$ cat src/rtl/mac_pkg.sv
package mac_pkg;

  // register word indices on the bus
  localparam int CTRL_IDX = 0;
  localparam int OPA_IDX  = 1;
  localparam int OPB_IDX  = 2;
  localparam int ACC_IDX  = 3;

  // control register bit positions
  localparam int CB_ACC    = 0;
  localparam int CB_NEG    = 1;
  localparam int CB_SINGLE = 2;
  localparam int CB_SQUARE = 3;
  localparam int CB_CLEAR  = 4;
  localparam int CB_HOLD   = 5;
  localparam int CB_SIGNED = 6;
  localparam int CB_OVF    = 7;
  localparam int MODE_W    = 7;

  typedef enum logic [1:0] {
    OP_MUL  = 2'b00,
    OP_MAC  = 2'b01,
    OP_NEG  = 2'b10,
    OP_MSUB = 2'b11
  } macOpE;

  typedef struct packed {
    logic  loadA;
    logic  loadB;
    logic  clearAll;
    logic  startOp;
    logic  compute;
    macOpE op;
    logic  signedOp;
    logic  holdRes;
  } macStrobeT;

endpackage

$ cat src/rtl/mac_ctrl.sv
module mac_ctrl
  import mac_pkg::*;
#(
  parameter int ACC_WORDS = 3,
  parameter int ADDR_W    = 3
) (
  input  logic                 clk,
  input  logic                 rstN,
  input  logic                 wrEn,
  input  logic [ADDR_W-1:0]    addr,
  input  logic [MODE_W-1:0]    ctrlData,
  output macStrobeT            stb,
  output logic [ACC_WORDS-1:0] loadAcc,
  output logic [MODE_W-1:0]    modeBits,
  output logic                 busy
);

  logic [MODE_W-1:0] modeQ;
  logic              seenAQ, seenBQ, busyQ;
  macOpE             opQ;
  logic              sgnQ, holdQ;

  logic ctrlWr, clearReq, wrA, wrB, opWr, sqMode, singleMode, trig;

  always_comb begin
    ctrlWr     = wrEn && (addr == ADDR_W'(CTRL_IDX));
    clearReq   = ctrlWr && ctrlData[CB_CLEAR];
    wrA        = wrEn && (addr == ADDR_W'(OPA_IDX));
    wrB        = wrEn && (addr == ADDR_W'(OPB_IDX));
    opWr       = wrA || wrB;
    sqMode     = modeQ[CB_SQUARE];
    singleMode = modeQ[CB_SINGLE];
    trig       = opWr && (sqMode || singleMode || (wrA && seenBQ) || (wrB && seenAQ));
  end

  always_ff @(posedge clk or negedge rstN) begin
    if (!rstN) begin
      modeQ  <= '0;
      seenAQ <= 1'b0;
      seenBQ <= 1'b0;
      busyQ  <= 1'b0;
      opQ    <= OP_MUL;
      sgnQ   <= 1'b0;
      holdQ  <= 1'b0;
    end else if (clearReq) begin
      modeQ  <= ctrlData & ~(MODE_W'(1) << CB_CLEAR);
      seenAQ <= 1'b0;
      seenBQ <= 1'b0;
      busyQ  <= 1'b0;
    end else begin
      if (ctrlWr) modeQ <= ctrlData;
      if (trig) begin
        seenAQ <= 1'b0;
        seenBQ <= 1'b0;
        busyQ  <= 1'b1;
        opQ    <= macOpE'(modeQ[CB_NEG:CB_ACC]);
        sgnQ   <= modeQ[CB_SIGNED];
        holdQ  <= modeQ[CB_HOLD];
      end else begin
        busyQ <= 1'b0;
        if (wrA) seenAQ <= 1'b1;
        if (wrB) seenBQ <= 1'b1;
      end
    end
  end

  always_comb begin
    stb.loadA    = wrA || (sqMode && wrB);
    stb.loadB    = wrB || (sqMode && wrA);
    stb.clearAll = clearReq;
    stb.startOp  = trig;
    stb.compute  = busyQ;
    stb.op       = opQ;
    stb.signedOp = sgnQ;
    stb.holdRes  = holdQ;
  end

  for (genvar i = 0; i < ACC_WORDS; i++) begin : g_accSel
    assign loadAcc[i] = wrEn && (addr == ADDR_W'(ACC_IDX + i));
  end

  assign modeBits = modeQ;
  assign busy     = busyQ;


  busy_pulse_chk: assert property (@(posedge clk) disable iff (!rstN)
    (busyQ && !trig) |=> !busyQ);


  two_write_chk: assert property (@(posedge clk) disable iff (!rstN)
    (opWr && !sqMode && !singleMode && !seenAQ && !seenBQ && !clearReq) |=> !busyQ);


  square_both_chk: assert property (@(posedge clk) disable iff (!rstN)
    (opWr && sqMode) |-> (stb.loadA && stb.loadB && stb.startOp));


  clear_track_chk: assert property (@(posedge clk) disable iff (!rstN)
    clearReq |=> (!busyQ && !seenAQ && !seenBQ && !modeQ[CB_CLEAR]));

endmodule

$ cat src/rtl/mac_datapath.sv
module mac_datapath
  import mac_pkg::*;
#(
  parameter int DATA_W    = 16,
  parameter int ACC_WORDS = 3
) (
  input  logic                        clk,
  input  logic                        rstN,
  input  macStrobeT                   stb,
  input  logic [ACC_WORDS-1:0]        loadAcc,
  input  logic [DATA_W-1:0]           wrData,
  output logic [DATA_W-1:0]           opA,
  output logic [DATA_W-1:0]           opB,
  output logic [DATA_W*ACC_WORDS-1:0] acc,
  output logic                        ovf
);

  localparam int PROD_W = 2 * DATA_W;
  localparam int ACC_W  = DATA_W * ACC_WORDS;
  localparam int EXT_W  = ACC_W + 2;

  logic [DATA_W-1:0] opAQ, opBQ;
  logic [ACC_W-1:0]  accQ;
  logic              ovfQ;

  logic [PROD_W-1:0]        prodU;
  logic signed [PROD_W-1:0] prodS;
  logic [EXT_W-1:0]         prodExt, accExt, resExt;
  logic                     ovfCalc;

  always_comb begin
    prodU = PROD_W'(opAQ) * PROD_W'(opBQ);
    prodS = PROD_W'($signed(opAQ)) * PROD_W'($signed(opBQ));
    if (stb.signedOp) begin
      prodExt = {{(EXT_W-PROD_W){prodS[PROD_W-1]}}, prodS};
      accExt  = {{2{accQ[ACC_W-1]}}, accQ};
    end else begin
      prodExt = {{(EXT_W-PROD_W){1'b0}}, prodU};
      accExt  = {2'b00, accQ};
    end
    unique case (stb.op)
      OP_MUL:  resExt = prodExt;
      OP_MAC:  resExt = accExt + prodExt;
      OP_NEG:  resExt = '0 - prodExt;
      OP_MSUB: resExt = accExt - prodExt;
      default: resExt = prodExt;
    endcase
    if (stb.signedOp)
      ovfCalc = (resExt[EXT_W-1:ACC_W-1] != '0) && (resExt[EXT_W-1:ACC_W-1] != '1);
    else
      ovfCalc = (resExt[EXT_W-1:ACC_W] != '0);
  end

  always_ff @(posedge clk or negedge rstN) begin
    if (!rstN) begin
      opAQ <= '0;
      opBQ <= '0;
      accQ <= '0;
      ovfQ <= 1'b0;
    end else if (stb.clearAll) begin
      opAQ <= '0;
      opBQ <= '0;
      accQ <= '0;
      ovfQ <= 1'b0;
    end else begin
      if (stb.loadA) opAQ <= wrData;
      if (stb.loadB) opBQ <= wrData;
      for (int i = 0; i < ACC_WORDS; i++)
        if (loadAcc[i]) accQ[i*DATA_W +: DATA_W] <= wrData;
      if (stb.startOp) ovfQ <= 1'b0;
      if (stb.compute) begin
        ovfQ <= ovfCalc;
        if (!stb.holdRes) accQ <= resExt[ACC_W-1:0];
      end
    end
  end

  assign opA = opAQ;
  assign opB = opBQ;
  assign acc = accQ;
  assign ovf = ovfQ;


  clear_zero_chk: assert property (@(posedge clk) disable iff (!rstN)
    stb.clearAll |=> (opAQ == '0 && opBQ == '0 && accQ == '0 && !ovfQ));


  hold_acc_chk: assert property (@(posedge clk) disable iff (!rstN)
    (stb.compute && stb.holdRes && !stb.clearAll && loadAcc == '0) |=> $stable(accQ));


  mul_result_chk: assert property (@(posedge clk) disable iff (!rstN)
    (stb.compute && stb.op == OP_MUL && !stb.signedOp && !stb.holdRes && !stb.clearAll)
      |=> accQ == ACC_W'($past(opAQ)) * ACC_W'($past(opBQ)));


  ovf_start_chk: assert property (@(posedge clk) disable iff (!rstN)
    (stb.startOp && !stb.compute) |=> !ovfQ);

endmodule

$ cat src/rtl/mac_periph.sv
module mac_periph
  import mac_pkg::*;
#(
  parameter  int DATA_W    = 16,
  parameter  int ACC_WORDS = 3,
  localparam int ADDR_W    = $clog2(ACC_IDX + ACC_WORDS + 2)
) (
  input  logic              clk,
  input  logic              rstN,
  input  logic              wrEn,
  input  logic [ADDR_W-1:0] addr,
  input  logic [DATA_W-1:0] wrData,
  output logic [DATA_W-1:0] rdData
);

  localparam int STAT_IDX = ACC_IDX + ACC_WORDS;
  localparam int ACC_W    = DATA_W * ACC_WORDS;

  macStrobeT            stb;
  logic [ACC_WORDS-1:0] loadAcc;
  logic [MODE_W-1:0]    modeBits;
  logic                 busy, ovf;
  logic [DATA_W-1:0]    opA, opB;
  logic [ACC_W-1:0]     acc;

  mac_ctrl #(.ACC_WORDS(ACC_WORDS), .ADDR_W(ADDR_W)) u_ctrl (
    .clk      (clk),
    .rstN     (rstN),
    .wrEn     (wrEn),
    .addr     (addr),
    .ctrlData (wrData[MODE_W-1:0]),
    .stb      (stb),
    .loadAcc  (loadAcc),
    .modeBits (modeBits),
    .busy     (busy)
  );

  mac_datapath #(.DATA_W(DATA_W), .ACC_WORDS(ACC_WORDS)) u_dp (
    .clk     (clk),
    .rstN    (rstN),
    .stb     (stb),
    .loadAcc (loadAcc),
    .wrData  (wrData),
    .opA     (opA),
    .opB     (opB),
    .acc     (acc),
    .ovf     (ovf)
  );

  always_comb begin
    rdData = '0;
    if (addr == ADDR_W'(CTRL_IDX)) begin
      rdData[MODE_W-1:0] = modeBits;
      rdData[CB_OVF]     = ovf;
    end else if (addr == ADDR_W'(OPA_IDX)) begin
      rdData = opA;
    end else if (addr == ADDR_W'(OPB_IDX)) begin
      rdData = opB;
    end else if (addr == ADDR_W'(STAT_IDX)) begin
      rdData[0] = busy;
    end
    for (int i = 0; i < ACC_WORDS; i++)
      if (addr == ADDR_W'(ACC_IDX + i)) rdData = acc[i*DATA_W +: DATA_W];
  end

endmodule

$ cat config.mk
export PLATFORM = sky130hd
export DESIGN_NAME = mac_periph
export DESIGN_NICKNAME = d
export VERILOG_FILES = /design/src/rtl/mac_pkg.sv /design/src/rtl/mac_ctrl.sv /design/src/rtl/mac_datapath.sv /design/src/rtl/mac_periph.sv
export SDC_FILE = /design/constraint.sdc
export NUM_CORES = 1
export LEC_CHECK = 0
export ABC_AREA = 1
export BUFFER_PORTS_ARGS = -buffer_cell sky130_fd_sc_hd__buf_2
export CORE_UTILIZATION = 55
export CTS_CLUSTER_SIZE = 8
export DETAILED_ROUTE_END_ITERATION = 6
export PLACE_DENSITY = 0.71
export SKIP_CTS_REPAIR_TIMING = 1
export SLEW_MARGIN = 20
export SYNTH_ARGS = -nofsm -noshare
export SYNTH_HDL_FRONTEND = slang
export SYNTH_SLANG_ARGS = --single-unit
$ cat constraint.sdc
create_clock -name clk -period 20.3 [get_ports clk]
set_input_delay 3.045 -clock clk [delete_from_list [all_inputs] [get_ports clk]]
set_output_delay 3.045 -clock clk [all_outputs]
set_load 0.01 [all_outputs]
==> metrics.md <==
| Metric | Value |
|---|---|
| Final period util | `51.2%` |
| HPWL Detailed | `79,300 µm` |
| Register area | `0.00238 mm²` |
| CP peak stage delay | `980 ps` |
| First-pass GRT wire length | `146,000 µm` |
| Crit start category | `flop` |
| DIE AREA | `0.0498 mm²` |
| Routed wire length | `94,100 µm` |
| Worst Path Required | `20,600 ps` |
| Initial Util | `56.0%` |
| Place WS | `10,330 ps` |
| TritonCTS clock tree | `yes` |
| Mean routed wirelength per cell | `20.6 µm` |
| FF+latch count, synth | `95` |
| Area leader, netlist | `fa_1` |
| Crit. Startpoint | `u_dp.opB[15]` |
| Setup ws final | `9900 ps` |
| Worst-Skew Late Latency | `370 ps` |
| Total grt overflow | `0` |
| IO Pins | `38` |
| Clock slew at reported path FFs | `90 ps` |
| Synth cell types | `54` |
| Final Skew | `20.8 ps` |
| Initial antenna violation count | `3` |
| Synth warn | `0` |
| 1st-pass router iterations | `7` |
| Async S/R FF share, synth | `100%` |
| Die height | `223 µm` |
| Met3 global-route usage | `14.5%` |
| Core area | `0.0480 mm²` |
| Largest net degree at the start of global routing | `63` |
| Fmax | `96.1 MHz` |
| Final Critical Period | `10,400 ps` |
| Crit path top cell by count | `inv_1` |
| Worst Path Arrival | `10,710 ps` |
| Max Cap Viol | `0` |
| Num CTS Buffers | `9` |
| Port bufs | `37` |
| Mean Syn Cell Area | `6.71 µm²` |
| Max Slew Vio Count | `0` |
| Clock tree root buffer cell | `clkbuf_16` |
| Main flop type after synthesis | `dfrtp_1` |
| Main area contributors after synthesis | `fa_1 27%, nand2_1 15%, inv_1 14%` |
| HP Class | `reg -> reg` |
| Htree depth | `3` |
| Seq/Total Area, Yosys | `8.83%` |
| Fillers | `4,756` |
| Routability cong. | `1.12` |
| Most numerous cell in the Yosys netlist | `nand2_1` |
| GRT Overall Usage | `38.9%` |
| Hold path startpoint | `u_ctrl.modeBits[4]` |
| Util after Layout | `58.0%` |
| R2r startpoint | `u_dp.opB[15]` |
| Met1 GRT Util | `56.2%` |
| Detailed-route vias per instance | `5.69` |
| Num rows | `80` |
| CTS Buffer Depth | `2` |
| Global route hottest layer | `met1` |
| Clk sink count | `95` |
| Final setup fails | `0` |
| Fin Setup TNS | `0 ps` |
| Share of layout cells above drive strength 1 | `5.20%` |
| Post-synth EDFFs | `0` |
| Buf+Inv Stages, Crit Path | `8` |
| Die X | `223 µm` |
| Post-synth top area share | `27.3%` |
| M2 GR Usage | `54.9%` |
| Rel. slew slack | `28.3%` |
| Worst Path Max Fanout | `29` |
| Placed instance count | `4,558` |
| Net Count, Synth | `4,599` |
| Syn Inst Count | `4,008` |
| Drt initial violations | `3,312` |
| Fin nets | `4,545` |
| RSZ-0062 raised after global routing | `false` |
| CP delay by family, top | `adder cells` |
| Most frequent cells after synthesis | `1,055 x nand2_1, 1,013 x inv_1, 367 x fa_1, 206 x a21oi_1, 202 x ha_1` |
| Status | `completed` |
| Max stage delay cell, worst path | `dfrtp_1` |
| Worst setup path class | `reg -> reg` |
| Vias | `26.0k` |
| Vias in the first global route | `24.8k` |
| Netlist Area Pre-Place | `0.0269 mm²` |
| Area grow syn2layout | `3.54%` |
| CP endpoint kind | `flop` |
| Worst slew pin tran | `1070 ps` |
| Final ANT Viol Nets | `0` |
| DRC | `0` |
| Multi-input logic area | `0.0202 mm²` |
| Final cell count without fillers | `4,577` |
| Hold Vio Cnt, Final | `0` |
stage by stage:
stage	instance area [µm²]	hold slack, ps
after CTS	27900	481
after floorplan	26900	437
after global placement	27600	463
final	27900	475
after global routing	27900	547
after detailed placement	27600	453
worst paths after layout:
path,end,depth (start not counted),slack [ps]
setup / recovery,u_dp.acc[40],43,9900
hold / removal,u_ctrl.modeBits[4],2,480
setup reg to reg,u_dp.acc[40],43,9900
hold reg to reg,u_ctrl.modeBits[4],2,480
max in group asynchronous,u_dp.opB[10],2,16460
min in group asynchronous,u_dp.acc[44],1,2680
cell families after synthesis:
group           count (synthesis)  synth area share (%)
buf+inv                      1165                  16.3
simple gates                 1607                  25.6
compound gates                528                  11.1
xor+xnor                       44                  1.43
flops                          95                  8.83
fa+ha+maj                     569                  36.7
registers in the layout, indices dropped and copies added, names as in the netlist:
name             cells
u_dp.opB            16
u_dp.opA            16
u_ctrl.sgnQ          1
u_dp.ovf             1
u_dp.acc            48
u_ctrl.modeBits      7
u_ctrl.holdQ         1
u_ctrl.opQ           2
u_ctrl.seenBQ        1
u_ctrl.seenAQ        1
u_ctrl.busy          1
worst min-delay path, delay by kind of cell, from the launching register on:
kind,cells,cell delay (ps)
flops,1,350
simple gates,1,50
buf+inv,1,40
metal layers:
metal	wire, µm	vias to the layer above	share of wire [%]
met5	92	-	0.098
met4	2400	2	2.5
met3	14400	186	15
met2	38000	1546	40
met1	39200	12200	42
li1	-	12100	-
layout make-up:
| type | instances | share of cell area [%] |
|---|---|---|
| antenna | 3 | 0.0269 |
| clock buffer | 9 | 0.808 |
| clock inverter | 7 | 0.256 |
| inverter | 1041 | 14.0 |
| multi-input combinational | 2748 | 72.3 |
| sequential | 95 | 8.53 |
| tap | 615 | 2.76 |
| timing repair buffer | 59 | 1.27 |
layout by cell type, fill, tap and decap left out, types with 11 or more instances in the layout:
cell type     n
nand2_1    1055
inv_1      1013
fa_1        367
a21oi_1     206
ha_1        202
nor2_1      184
o21ai_0     180
nand3_1     155
dfrtp_1      95
nand4_1      53
buf_2        36
nand2_2      33
xor2_1       30
nor2_2       28
o211ai_1     25
buf_4        23
a31oi_1      21
inv_2        19
o221ai_1     18
or2_2        17
nand3_2      14
and2_1       14
xnor2_1      14
nor3_1       14
o2111ai_1    14
nor2_4       13
o22ai_1      12
a21o_1       11
Power is left out: the tool's default activity adds up to more than one toggle a clock period on the data nets, which glitch-free logic cannot reach.
